--- config.mk ---
export PLATFORM = sky130hd
export DESIGN_NAME = mux_bus_demux
export DESIGN_NICKNAME = d
export VERILOG_FILES = /design/src/rtl/mux_bus_pkg.sv /design/src/rtl/bus_lo_latch.sv /design/src/rtl/bus_window_decode.sv /design/src/rtl/bus_sel_reg.sv /design/src/rtl/mux_bus_demux.sv
export SDC_FILE = /design/constraint.sdc
export NUM_CORES = 1
export LEC_CHECK = 0
export BUFFER_PORTS_ARGS = -buffer_cell sky130_fd_sc_hd__buf_4
export CAP_MARGIN = 25
export CORE_MARGIN = 2
export CORE_UTILIZATION = 25
export DETAILED_ROUTE_END_ITERATION = 6
export GPL_TIMING_DRIVEN = 0
export PLACE_DENSITY = 0.52
export SLEW_MARGIN = 15
export SYNTH_ARGS = -nofsm -noshare
export SYNTH_HDL_FRONTEND = slang
export SYNTH_SLANG_ARGS = --single-unit
--- constraint.sdc ---
create_clock -name clk_i -period 2.7 [get_ports clk_i]
set_clock_uncertainty 0.2 [all_clocks]
set_input_delay 0.27 -clock clk_i [delete_from_list [all_inputs] [get_ports clk_i]]
set_output_delay 0.27 -clock clk_i [all_outputs]
set_load 0.02 [all_outputs]
--- src/rtl/mux_bus_pkg.sv ---
package mux_bus_pkg;
  localparam int DEF_LO_W    = 8;
  localparam int DEF_HI_W    = 5;
  localparam int DEF_DEC_LSB = 6;
  localparam int DEF_SEL_W   = 3;

  typedef enum logic [1:0] {
    PH_ADDR  = 2'd0,
    PH_DATA  = 2'd1,
    PH_GATED = 2'd2
  } bus_phase_e;

  function automatic bus_phase_e classify(input logic ds, input logic gate);
    if (!ds)      return PH_ADDR;
    else if (gate) return PH_GATED;
    else          return PH_DATA;
  endfunction
endpackage

--- src/rtl/bus_lo_latch.sv ---
module bus_lo_latch #(
  parameter int W = 8
) (
  input  logic         clk_i,
  input  logic         rst_ni,
  input  logic         as_i,
  input  logic [W-1:0] b_i,
  output logic [W-1:0] q_o
);
  logic [W-1:0] held_q;

  always_ff @(posedge clk_i or negedge rst_ni) begin
    if (!rst_ni)   held_q <= '0;
    else if (as_i) held_q <= b_i;
  end

  // transparent while strobe high, frozen after it falls
  assign q_o = as_i ? b_i : held_q;
endmodule

--- src/rtl/bus_window_decode.sv ---
module bus_window_decode
  import mux_bus_pkg::*;
#(
  parameter int AW      = 13,
  parameter int DEC_LSB = 6,
  parameter int SEL_W   = 3,
  localparam int NSEL    = 1 << SEL_W,
  localparam int WIN_LSB = DEC_LSB + SEL_W
) (
  input  logic [AW-1:0]   addr_i,
  input  logic            ds_i,
  input  logic            gate_i,
  output logic [NSEL-1:0] sel_n_o,
  output logic            rom_n_o
);
  bus_phase_e       phase;
  logic             in_win;
  logic [SEL_W-1:0] idx;
  logic             hit;

  assign phase  = classify(ds_i, gate_i);
  assign in_win = ~|addr_i[AW-1:WIN_LSB];
  assign idx    = addr_i[WIN_LSB-1:DEC_LSB];
  assign hit    = (phase == PH_DATA) && in_win;

  for (genvar i = 0; i < NSEL; i++) begin : g_sel
    assign sel_n_o[i] = ~(hit && (idx == SEL_W'(i)));
  end

  assign rom_n_o = ~(ds_i && !in_win);
endmodule

--- src/rtl/bus_sel_reg.sv ---
module bus_sel_reg #(
  parameter int W = 9
) (
  input  logic         clk_i,
  input  logic         rst_ni,
  input  logic [W-1:0] d_i,
  output logic [W-1:0] q_o
);
  always_ff @(posedge clk_i or negedge rst_ni) begin
    if (!rst_ni) q_o <= '1;
    else         q_o <= d_i;
  end
endmodule

--- src/rtl/mux_bus_demux.sv ---
module mux_bus_demux
  import mux_bus_pkg::*;
#(
  parameter int LO_W    = DEF_LO_W,
  parameter int HI_W    = DEF_HI_W,
  parameter int DEC_LSB = DEF_DEC_LSB,
  parameter int SEL_W   = DEF_SEL_W,
  localparam int AW      = LO_W + HI_W,
  localparam int NSEL    = 1 << SEL_W
) (
  input  logic            clk_i,
  input  logic            rst_ni,
  input  logic            as_i,
  input  logic            ds_i,
  input  logic            gate_i,
  input  logic [LO_W-1:0] b_i,
  input  logic [HI_W-1:0] addr_hi_i,
  output logic [LO_W-1:0] addr_lo_o,
  output logic [HI_W-1:0] addr_hi_o,
  output logic [NSEL-1:0] sel_no,
  output logic            rom_ce_no
);
  logic [AW-1:0]   addr_full;
  logic [NSEL-1:0] sel_n_d;
  logic            rom_n_d;
  logic [NSEL:0]   en_q;

  bus_lo_latch #(.W(LO_W)) u_latch (
    .clk_i (clk_i),
    .rst_ni(rst_ni),
    .as_i  (as_i),
    .b_i   (b_i),
    .q_o   (addr_lo_o)
  );

  assign addr_hi_o = addr_hi_i;
  assign addr_full = {addr_hi_i, addr_lo_o};

  bus_window_decode #(.AW(AW), .DEC_LSB(DEC_LSB), .SEL_W(SEL_W)) u_dec (
    .addr_i (addr_full),
    .ds_i   (ds_i),
    .gate_i (gate_i),
    .sel_n_o(sel_n_d),
    .rom_n_o(rom_n_d)
  );

  bus_sel_reg #(.W(NSEL + 1)) u_oreg (
    .clk_i (clk_i),
    .rst_ni(rst_ni),
    .d_i   ({rom_n_d, sel_n_d}),
    .q_o   (en_q)
  );

  assign sel_no    = en_q[NSEL-1:0];
  assign rom_ce_no = en_q[NSEL];
endmodule

==> impl_metrics.py <==
metrics = {
    "status": {
        "status": "finished clean",
    },
    "synthesis": {
        "syn_avg_cell_area_um2": 14.43,
        "ys_types": 11,
        "ys_ff_latch": 17,
        "synth_top_family_by_area": "simple AND/OR/NAND/NOR gates",
        "yosys.area.top_type": "dfstp_2",
        "yosys_warnings": 0,
        "yosys.area_share.xor_xnor": 0,
        "synth_top_area_frac": 0.3214,
        "synthTopCellsByArea": "dfstp_2 32%, dfrtp_1 27%, mux2_2 12%",
        "yosys.area_share.simple": 0.1412,
        "yosysSeqAreaShare": 0.5935,
        "synth_fp_nets": 69,
        "synth_cells": 51,
        "synth_adder_area_share": 0,
        "synth_compound_area_frac": 0.08163,
        "synthMuxAreaShare": 0.1224,
        "syn_area_um2": 735.7,
    },
    "run": {
        "cap_violations": 0,
    },
    "clock_network": {
        "post_cts_resized": 0,
        "cts-buffers-inserted": 3,
        "cts_tree": "done",
        "clkLatencyLatePin_ns": 0.28,
        "cts.hold.buffers_added": 2,
        "h-tree-depth": 1,
        "cts-root-buf": "clkbuf_4",
        "clk_pin_slew_worst_paths_ns": 0.09,
        "post_cts_buffers": 0,
        "clock_sinks": 17,
        "clock_path_buffers": 2,
    },
    "detailed_routing": {
        "first_pass_iters": 3,
        "wl_per_cell_um": 11.76,
        "avgViaCountPerCell": 4.465,
        "drt_first_iter_violations": 7,
        "routed_wirelength_um": 1494,
        "via_count": 567,
        "ant_nets": 0,
        "drc": 0,
    },
    "die": {
        "fp.coreArea_mm2": 0.002781,
        "die_y_um": 58.25,
        "die_x_um": 58.25,
        "start_util": 0.2645,
        "top_level_ports": 40,
        "row_count": 19,
        "dieArea_mm2": 0.003392,
    },
    "place": {
        "io_buffer_count": 39,
        "gp_congestion": 0.7005,
        "dp_cells": 121,
        "hpwl_um": 1161,
    },
    "hold_path": {
        "hp-class": "in -> reg",
    },
    "layout": {
        "final_cells": 127,
        "drive_gt1_frac": 0.6875,
        "utilization": 0.4004,
        "nets": 115,
        "diodes": 0,
        "syn_to_final_growth_pct": 51.36,
    },
    "grt": {
        "overflow": 0,
        "grt.total_usage": 0.1022,
        "grt_pass1_vias": 559,
        "grt_pass1_wl_um": 2573,
        "antenna_found_initial": 0,
        "grt_max_degree": 18,
    },
    "timing": {
        "drv_slew": 0,
        "rsz0062_at_grt": "false",
        "max_slew_margin": 0.6648,
        "fin_crit_ns": 1.632,
        "setup_tns_ns": 0,
        "finalHoldViolations": 0,
        "fmax_mhz": 612.6,
        "worst_hold_slack_ns": 0.03420,
        "setup_viol": 0,
        "fin_crit_sh": 0.6046,
        "max_slew.worst_pin.slew_ns": 0.5017,
    },
    "setup_path": {
        "path_max_fanout": 5,
        "cp-start-kind": "flip-flop",
        "cp_data_arrival_time_ns": 1.16,
        "crit_type": "reg -> out",
        "crit_path_end_kind": "output port",
        "worstPathRequired_ns": 2.23,
    },
    "power_and_ir_drop": {
        "powerDensity_mw_per_mm2": 466.6,
        "peakVddDrop_mv": 0.4025,
        "fin_total_pwr_mw": 0.5196,
        "p_leak_nw": 0.5007,
    },
}
==> logic make-up (layout without fill, tap and decap cells) <==
group | count (synthesis) | in the layout
buffers and inverters | 6 | 51
flip-flops | 17 | 17
AND/OR/NAND/NOR | 12 | 12
AO/OA/AOI/OAI | 8 | 8
multiplexers | 8 | 8
==> layout by cell type (no fill, tap or decap), drive strengths merged <==
| cell | instances |
|---|---|
| nor3 | 1 |
| nor3b | 4 |
| and3b | 4 |
| nand2b | 1 |
| dfrtp | 8 |
| o211ai | 8 |
| nor4 | 1 |
| mux2 | 8 |
| dfstp | 9 |
| dlygate4sd3 | 2 |
| buf | 45 |
| and3 | 1 |
| clkbuf | 4 |
==> state kept, by name, summed over array words and instances (netlist names) <==
signal,flops
u_oreg.q_o,9
u_latch.held_q,8
==> cells in the mapped netlist, drive strengths merged <==
cell / number
and3b: 4
and3: 1
nor4: 1
nand2b: 1
buf: 6
dfstp: 9
o211ai: 8
dfrtp: 8
nor3b: 4
mux2: 8
nor3: 1
==> critical path, stage by stage (launching register included) <==
cell	delay [ns]
dfrtp_1	0.43
mux2_2	0.29
buf_4	0.16
==> path summary, 6_finish.rpt <==
| kind | cells past startpoint | to | start | slack [ns] |
|---|---|---|---|---|
| max | 2 | addr_lo_o[7] | u_latch.held_q[7] | 1.07 |
| min | 2 | u_latch.held_q[1] | b_i[1] | 0.03 |
| max reg2reg | 2 | u_oreg.q_o[1] | u_latch.held_q[7] | 1.55 |
| min reg2reg | 1 | u_latch.held_q[4] | u_latch.held_q[4] | 0.31 |
| max in group asynchronous | 2 | u_oreg.q_o[7] | rst_ni | 1.87 |
| min in group asynchronous | 2 | u_latch.held_q[1] | rst_ni | 0.17 |
==> layer usage <==
| layer | wire [µm] | part of all wire | up-vias | track usage |
|---|---|---|---|---|
| li1 | - | - | 275 | - |
| met1 | 609 | 0.41 | 273 | 0.1359 |
| met2 | 763 | 0.51 | 17 | 0.1542 |
| met3 | 107 | 0.072 | 2 | 0.04018 |
| met4 | 13 | 0.0087 | 0 | 0.02990 |
| met5 | 0 | 0 | - | 0 |
==> per-stage QoR <==
step                setup WS, ns  area (µm²)
floorplan                  1.422       735.7
global placement           1.150        1067
detailed placement         1.145        1067
CTS                        1.054        1114
global route               1.006        1114
finish                     1.068        1114
==> where the power goes <==
group | switching, mW | total [mW] | internal [mW]
clock | 0.0708 | 0.128 | 0.0573
combinational | 0.0558 | 0.116 | 0.0607
sequential | 0.00617 | 0.275 | 0.269
==> cell type report <==
type | count | area, µm²
fillers | 284 | 1668
clock buffers | 4 | 26.28
flip-flops and latches | 17 | 436.7
repair buffers | 41 | 312.8
multi-input cells | 28 | 254.0
plain buffers | 6 | 45.04
well taps | 31 | 38.79
No activity file was read; power rests on OpenSTA's default activity.
